--- src/rtl/cds_pkg.sv ---
package cds_pkg;
  typedef enum logic [2:0] {
    ST_IDLE,
    ST_SETUP,
    ST_CLKHI,
    ST_CLKLO,
    ST_STBHI,
    ST_STBLO
  } linkState_t;

  // Strobes from the control FSM to the datapath
  typedef struct packed {
    logic load;    // capture word, present first bit
    logic shift;   // present next bit
    logic clkSet;
    logic clkClr;
    logic stbSet;
    logic stbClr;
  } ctlStrobes_t;
endpackage

--- src/rtl/cds_ctrl.sv ---
module cds_ctrl
  import cds_pkg::*;
#(
  parameter int WORD_W = 16,
  parameter int CNT_W  = 8
) (
  input  logic             clk,
  input  logic             rstN,
  input  logic             start,
  input  logic [CNT_W-1:0] phaseLen,
  output ctlStrobes_t      strb,
  output logic             busy,
  output logic             done
);
  localparam int BIT_W = $clog2(WORD_W);

  linkState_t       state, nextState;
  logic [CNT_W-1:0] phCnt, lenReg, effLen;
  logic [BIT_W-1:0] bitCnt;
  logic             phaseEnd;

  assign effLen   = (phaseLen == '0) ? CNT_W'(1) : phaseLen;
  assign phaseEnd = (phCnt == '0);
  assign busy     = (state != ST_IDLE);

  always_comb begin
    nextState = state;
    strb      = '0;
    case (state)
      ST_IDLE: if (start) begin
        strb.load = 1'b1;
        nextState = ST_SETUP;
      end
      ST_SETUP: if (phaseEnd) begin
        strb.clkSet = 1'b1;
        nextState   = ST_CLKHI;
      end
      ST_CLKHI: if (phaseEnd) begin
        strb.clkClr = 1'b1;
        nextState   = ST_CLKLO;
      end
      ST_CLKLO: if (phaseEnd) begin
        if (bitCnt == '0) begin
          strb.stbSet = 1'b1;
          nextState   = ST_STBHI;
        end else begin
          strb.shift = 1'b1;
          nextState  = ST_SETUP;
        end
      end
      ST_STBHI: if (phaseEnd) begin
        strb.stbClr = 1'b1;
        nextState   = ST_STBLO;
      end
      ST_STBLO: if (phaseEnd) nextState = ST_IDLE;
      default: nextState = ST_IDLE;
    endcase
  end

  always_ff @(posedge clk or negedge rstN) begin
    if (!rstN) begin
      state  <= ST_IDLE;
      phCnt  <= '0;
      lenReg <= CNT_W'(1);
      bitCnt <= '0;
      done   <= 1'b0;
    end else begin
      state <= nextState;
      done  <= (state == ST_STBLO) && phaseEnd;
      if (strb.load) begin
        lenReg <= effLen;
        bitCnt <= BIT_W'(WORD_W - 1);
        phCnt  <= effLen - CNT_W'(1);
      end else if (state != nextState) begin
        phCnt <= lenReg - CNT_W'(1);
      end else if (!phaseEnd) begin
        phCnt <= phCnt - CNT_W'(1);
      end
      if (strb.shift) bitCnt <= bitCnt - BIT_W'(1);
    end
  end
endmodule

--- src/rtl/cds_datapath.sv ---
module cds_datapath
  import cds_pkg::*;
#(
  parameter int WORD_W = 16
) (
  input  logic              clk,
  input  logic              rstN,
  input  ctlStrobes_t       strb,
  input  logic [WORD_W-1:0] word,
  output logic              serData,
  output logic              serClk,
  output logic              serStrobe
);
  logic [WORD_W-1:0] shReg;

  always_ff @(posedge clk or negedge rstN) begin
    if (!rstN) begin
      shReg     <= '0;
      serData   <= 1'b0;
      serClk    <= 1'b0;
      serStrobe <= 1'b0;
    end else begin
      if (strb.load) begin
        serData <= word[WORD_W-1];
        shReg   <= {word[WORD_W-2:0], 1'b0};
      end else if (strb.shift) begin
        serData <= shReg[WORD_W-1];
        shReg   <= {shReg[WORD_W-2:0], 1'b0};
      end
      if (strb.clkSet)      serClk <= 1'b1;
      else if (strb.clkClr) serClk <= 1'b0;
      if (strb.stbSet)      serStrobe <= 1'b1;
      else if (strb.stbClr) serStrobe <= 1'b0;
    end
  end
endmodule

--- src/rtl/cds_serial_tx.sv ---
module cds_serial_tx
  import cds_pkg::*;
#(
  parameter int NUM_DEV = 2,
  parameter int CNT_W   = 8,
  localparam int WORD_W = 8 * NUM_DEV
) (
  input  logic              clk,
  input  logic              rstN,
  input  logic              start,
  input  logic [CNT_W-1:0]  phaseLen,
  input  logic [WORD_W-1:0] word,
  output logic              busy,
  output logic              done,
  output logic              serData,
  output logic              serClk,
  output logic              serStrobe
);
  ctlStrobes_t strb;

  cds_ctrl #(.WORD_W(WORD_W), .CNT_W(CNT_W)) u_ctrl (
    .clk(clk), .rstN(rstN), .start(start), .phaseLen(phaseLen),
    .strb(strb), .busy(busy), .done(done)
  );

  cds_datapath #(.WORD_W(WORD_W)) u_dp (
    .clk(clk), .rstN(rstN), .strb(strb), .word(word),
    .serData(serData), .serClk(serClk), .serStrobe(serStrobe)
  );
endmodule

--- config.mk ---
export PLATFORM = sky130hd
export DESIGN_NAME = cds_serial_tx
export DESIGN_NICKNAME = d
export VERILOG_FILES = /design/src/rtl/cds_pkg.sv /design/src/rtl/cds_ctrl.sv /design/src/rtl/cds_datapath.sv /design/src/rtl/cds_serial_tx.sv
export SDC_FILE = /design/constraint.sdc
export NUM_CORES = 1
export LEC_CHECK = 0
export BUFFER_PORTS_ARGS = -buffer_cell sky130_fd_sc_hd__buf_2
export CORE_MARGIN = 2
export CORE_UTILIZATION = 50
export DETAILED_ROUTE_END_ITERATION = 8
export PLACE_DENSITY_LB_ADDON = 0.05
export SETUP_SLACK_MARGIN = 0.1
export SYNTH_ARGS = -nofsm -noshare
export SYNTH_HDL_FRONTEND = slang
export SYNTH_HIERARCHICAL = 1
export SYNTH_SLANG_ARGS = --single-unit
--- constraint.sdc ---
create_clock -name clk -period 6.92 [get_ports clk]
set_clock_uncertainty 0.15 [all_clocks]
set_input_delay 0.692 -clock clk [delete_from_list [all_inputs] [get_ports clk]]
set_output_delay 0.692 -clock clk [all_outputs]
set_load 0.1 [all_outputs]
==> impl_metrics.yaml <==
clocking:
  cts_hold_buf: 0
  cts_tree: "done"
  path_clk_slew_ps: 80
  cts_resized: 0
  cts-root-buf: "clkbuf_8"
  cts_buffers: 5
  cts.sinks: 42
  h-tree-depth: 2
  cts_buffer_depth: 2
  cts_setup_buffers: 0
  clk_latency_ps: 290
timing:
  relSlewSlack_pct: 28.0
  post-route-min-period_ps: 3490
  tightestPinTransition_ps: 1080
  rsz0062_at_grt: "no"
  post-route-period-util_pct: 50.5
  finalSetupViolCount: 0
  finalSetupTns_ps: 0
  hold_viol: 0
  holdWs_ps: 324
  slew_violations: 0
  max_freq_mhz: 286
global_routing:
  grt_start_max_net_pins: 45
  grt_pass1_vias: 1740
  grt-ovfl-total: 0
  grt_pass1_wl_microns: 8200
  antenna_found_initial: 0
  gr-usage-all-layers_pct: 20.8
synthesis:
  netlist_instances: 252
  seq_area_frac_synth_pct: 45.5
  synth_edf_count: 0
  ys_warn_count: 6
  synth_nets: 281
  netlist_area_sq_mm: 0.00231
  synthTopCellsByArea: "dfrtp_1, mux2i_1, nand2_1"
  yosysTopAreaCell: "dfrtp_1"
  ys_ff_latch: 42
  synth.distinct_cells: 54
  synthArstFlopShare_pct: 100
  synthFlopType: "dfrtp_1"
  synth_common_cells: "dfrtp_1, nand2_1, mux2i_1"
  netlist.area_leader.share_pct: 44.4
  syn_area_per_cell_sq_um: 9.18
  synth_most_common_cell: "dfrtp_1"
routing:
  wl_per_cell_microns: 14.3
  dr.pass1.iters: 4
  routed_wl_microns: 4760
  drt-vias-per-instance: 5.55
  drt_iter0_drc: 170
  antenna_left: 0
  drc: 0
  num_vias: 1849
setup_path:
  r2r_cells: 8
  slowest_delay_ps: 820
  r2r-start: "u_ctrl/state[1]"
  ff2ff_setup_slack_ps: 3430
  cp_cell_sequence: "or4b_4, inv_1, nand2_1, and3_1, ha_1, nor4bb_1, a31o_2, and3b_1"
  cp-startpoint: "u_ctrl/state[1]"
  endpoint: "u_ctrl/phCnt[6]"
  r2r_end: "u_ctrl/phCnt[6]"
  worst-setup-path-type: "flop to flop"
  critPathSlowestCell: "inv_1"
  critPathCaptureType: "flop"
  arrival_ps: 3530
  critPathMaxFanout: 44
  cp-start-kind: "flop"
  crit_required_ps: 6960
floorplanning:
  die_area_sq_mm: 0.00518
  initial_core_util_pct: 52.4
  core_area_sq_mm: 0.00441
  die_h_microns: 72.0
  rows: 24
  die_x_microns: 72.0
  ios: 32
finish:
  antennaDiodeCount: 0
  fin_cells: 333
  syn_to_final_growth_pct: 10.3
  drive_gt1_share_pct: 17.4
  multiInputGateArea_sq_mm: 0.00113
  final_core_util_pct: 57.8
  nets: 309
  ff_latch_area_sq_mm: 0.00105
  fill_cells: 413
job:
  drv_cap: 0
power:
  vdd.ir_drop.worst_uv: 183
  intPower_mw: 0.603
  powerDensity_mw_per_mm2: 399
  sequentialPowerShare_pct: 42.4
  power_frac_clock_pct: 15.9
  p_leak_nw: 1.13
  p_sw_share_pct: 40.8
  combPwrFrac_pct: 41.8
  netSwitchingPower_mw: 0.415
  total_power_mw: 1.02
run_status:
  status: "complete, no violations"
placed_design:
  dp.cells: 325
  dp_hpwl_microns: 3360
  portBuffers: 31
  gp_congestion: 0.895
min_path:
  hp-class: "flop to flop"
metrics by stage:
step / worst slack (ps) / instance area, sq um
after floorplan: 3890 / 2310
after global placement: 3280 / 2460
after detailed placement: 3220 / 2460
after CTS: 3390 / 2550
after global routing: 3120 / 2550
final: 3430 / 2550
state kept, by name (all words and copies together), names as in the netlist:
register and cells:
u_ctrl/bitCnt 4, u_ctrl/done 1, u_ctrl/lenReg 8, u_ctrl/phCnt 8, u_ctrl/state 3, u_dp/serClk 1
u_dp/serData 1, u_dp/serStrobe 1, u_dp/shReg 15
worst max-delay path: cells and delay by family (launching register included):
kind,cells,cell delay (ps)
AOI/OAI and AO/OA,1,230
adders and majority gates,1,220
DFF,1,560
buffers and inverters,1,820
and+or+nand+nor,5,1400
cells in the final DEF, fill, tap and decap left out, types with 3 or more instances in the layout:
cell type  instances
nor3b_1            4
o21ai_1           10
and2_1             4
nor4_1             5
buf_2             31
and3_1             3
a21o_1             4
mux2i_1           18
nor2_1            17
inv_1             12
clkbuf_8           6
nor3_1            10
dfrtp_1           41
nand2_1           40
o21ai_0           16
nand2b_1           3
a21oi_1           10
a31oi_1            3
logic make-up (layout without fill, tap and decap cells):
kind of cell	count (synthesis)	count (layout)	share of synthesized area (%)
flip-flops	42	42	45.5
XOR/XNOR	2	2	0.758
multiplexers	18	18	7.79
AND/OR/NAND/NOR	104	104	22.9
AO/OA/AOI/OAI	61	61	16.4
buffers and inverters	23	52	5.57
adder cells (fa/ha/maj)	2	2	1.08
routing by layer:
| metal | up-vias | GRT usage, % | share of wire [%] |
|---|---|---|---|
| met1 | 850 | 28.9 | 49 |
| met5 | - | 0 | 0 |
| met3 | 9 | 2.92 | 3.8 |
| met4 | 0 | 12.6 | 2.7 |
| li1 | 947 | - | - |
| met2 | 43 | 30.9 | 44 |
cell type report:
class	instances	share of cell area [%]
flip-flops and latches	42	41.2
repair buffers	32	6.38
clock buffers	7	3.38
well taps	52	2.55
inverters	12	1.77
clock inverters	1	0.196
multi-input cells	187	44.5
worst min-delay path by stage:
stage,startpoint,end,cells after the start
floorplan,rstN,u_ctrl/bitCnt[0],0
global placement,u_dp/serClk,u_dp/serClk,1
detailed placement,u_dp/serClk,u_dp/serClk,1
CTS,u_dp/serClk,u_dp/serClk,1
global route,u_ctrl/lenReg[7],u_ctrl/lenReg[7],1
finish,u_dp/serClk,u_dp/serClk,1
power groups by stage:
stage          Clock, mW  Combinational, mW  Sequential, mW
6_report           0.162              0.425           0.432
5_1_grt            0.181              0.483           0.449
4_1_cts            0.170              0.424           0.431
3_5_place_dp           0              0.422           0.436
3_3_place_gp           0              0.421           0.435
2_1_floorplan          0              0.325           0.443
No activity file was read; power rests on OpenSTA's default activity.
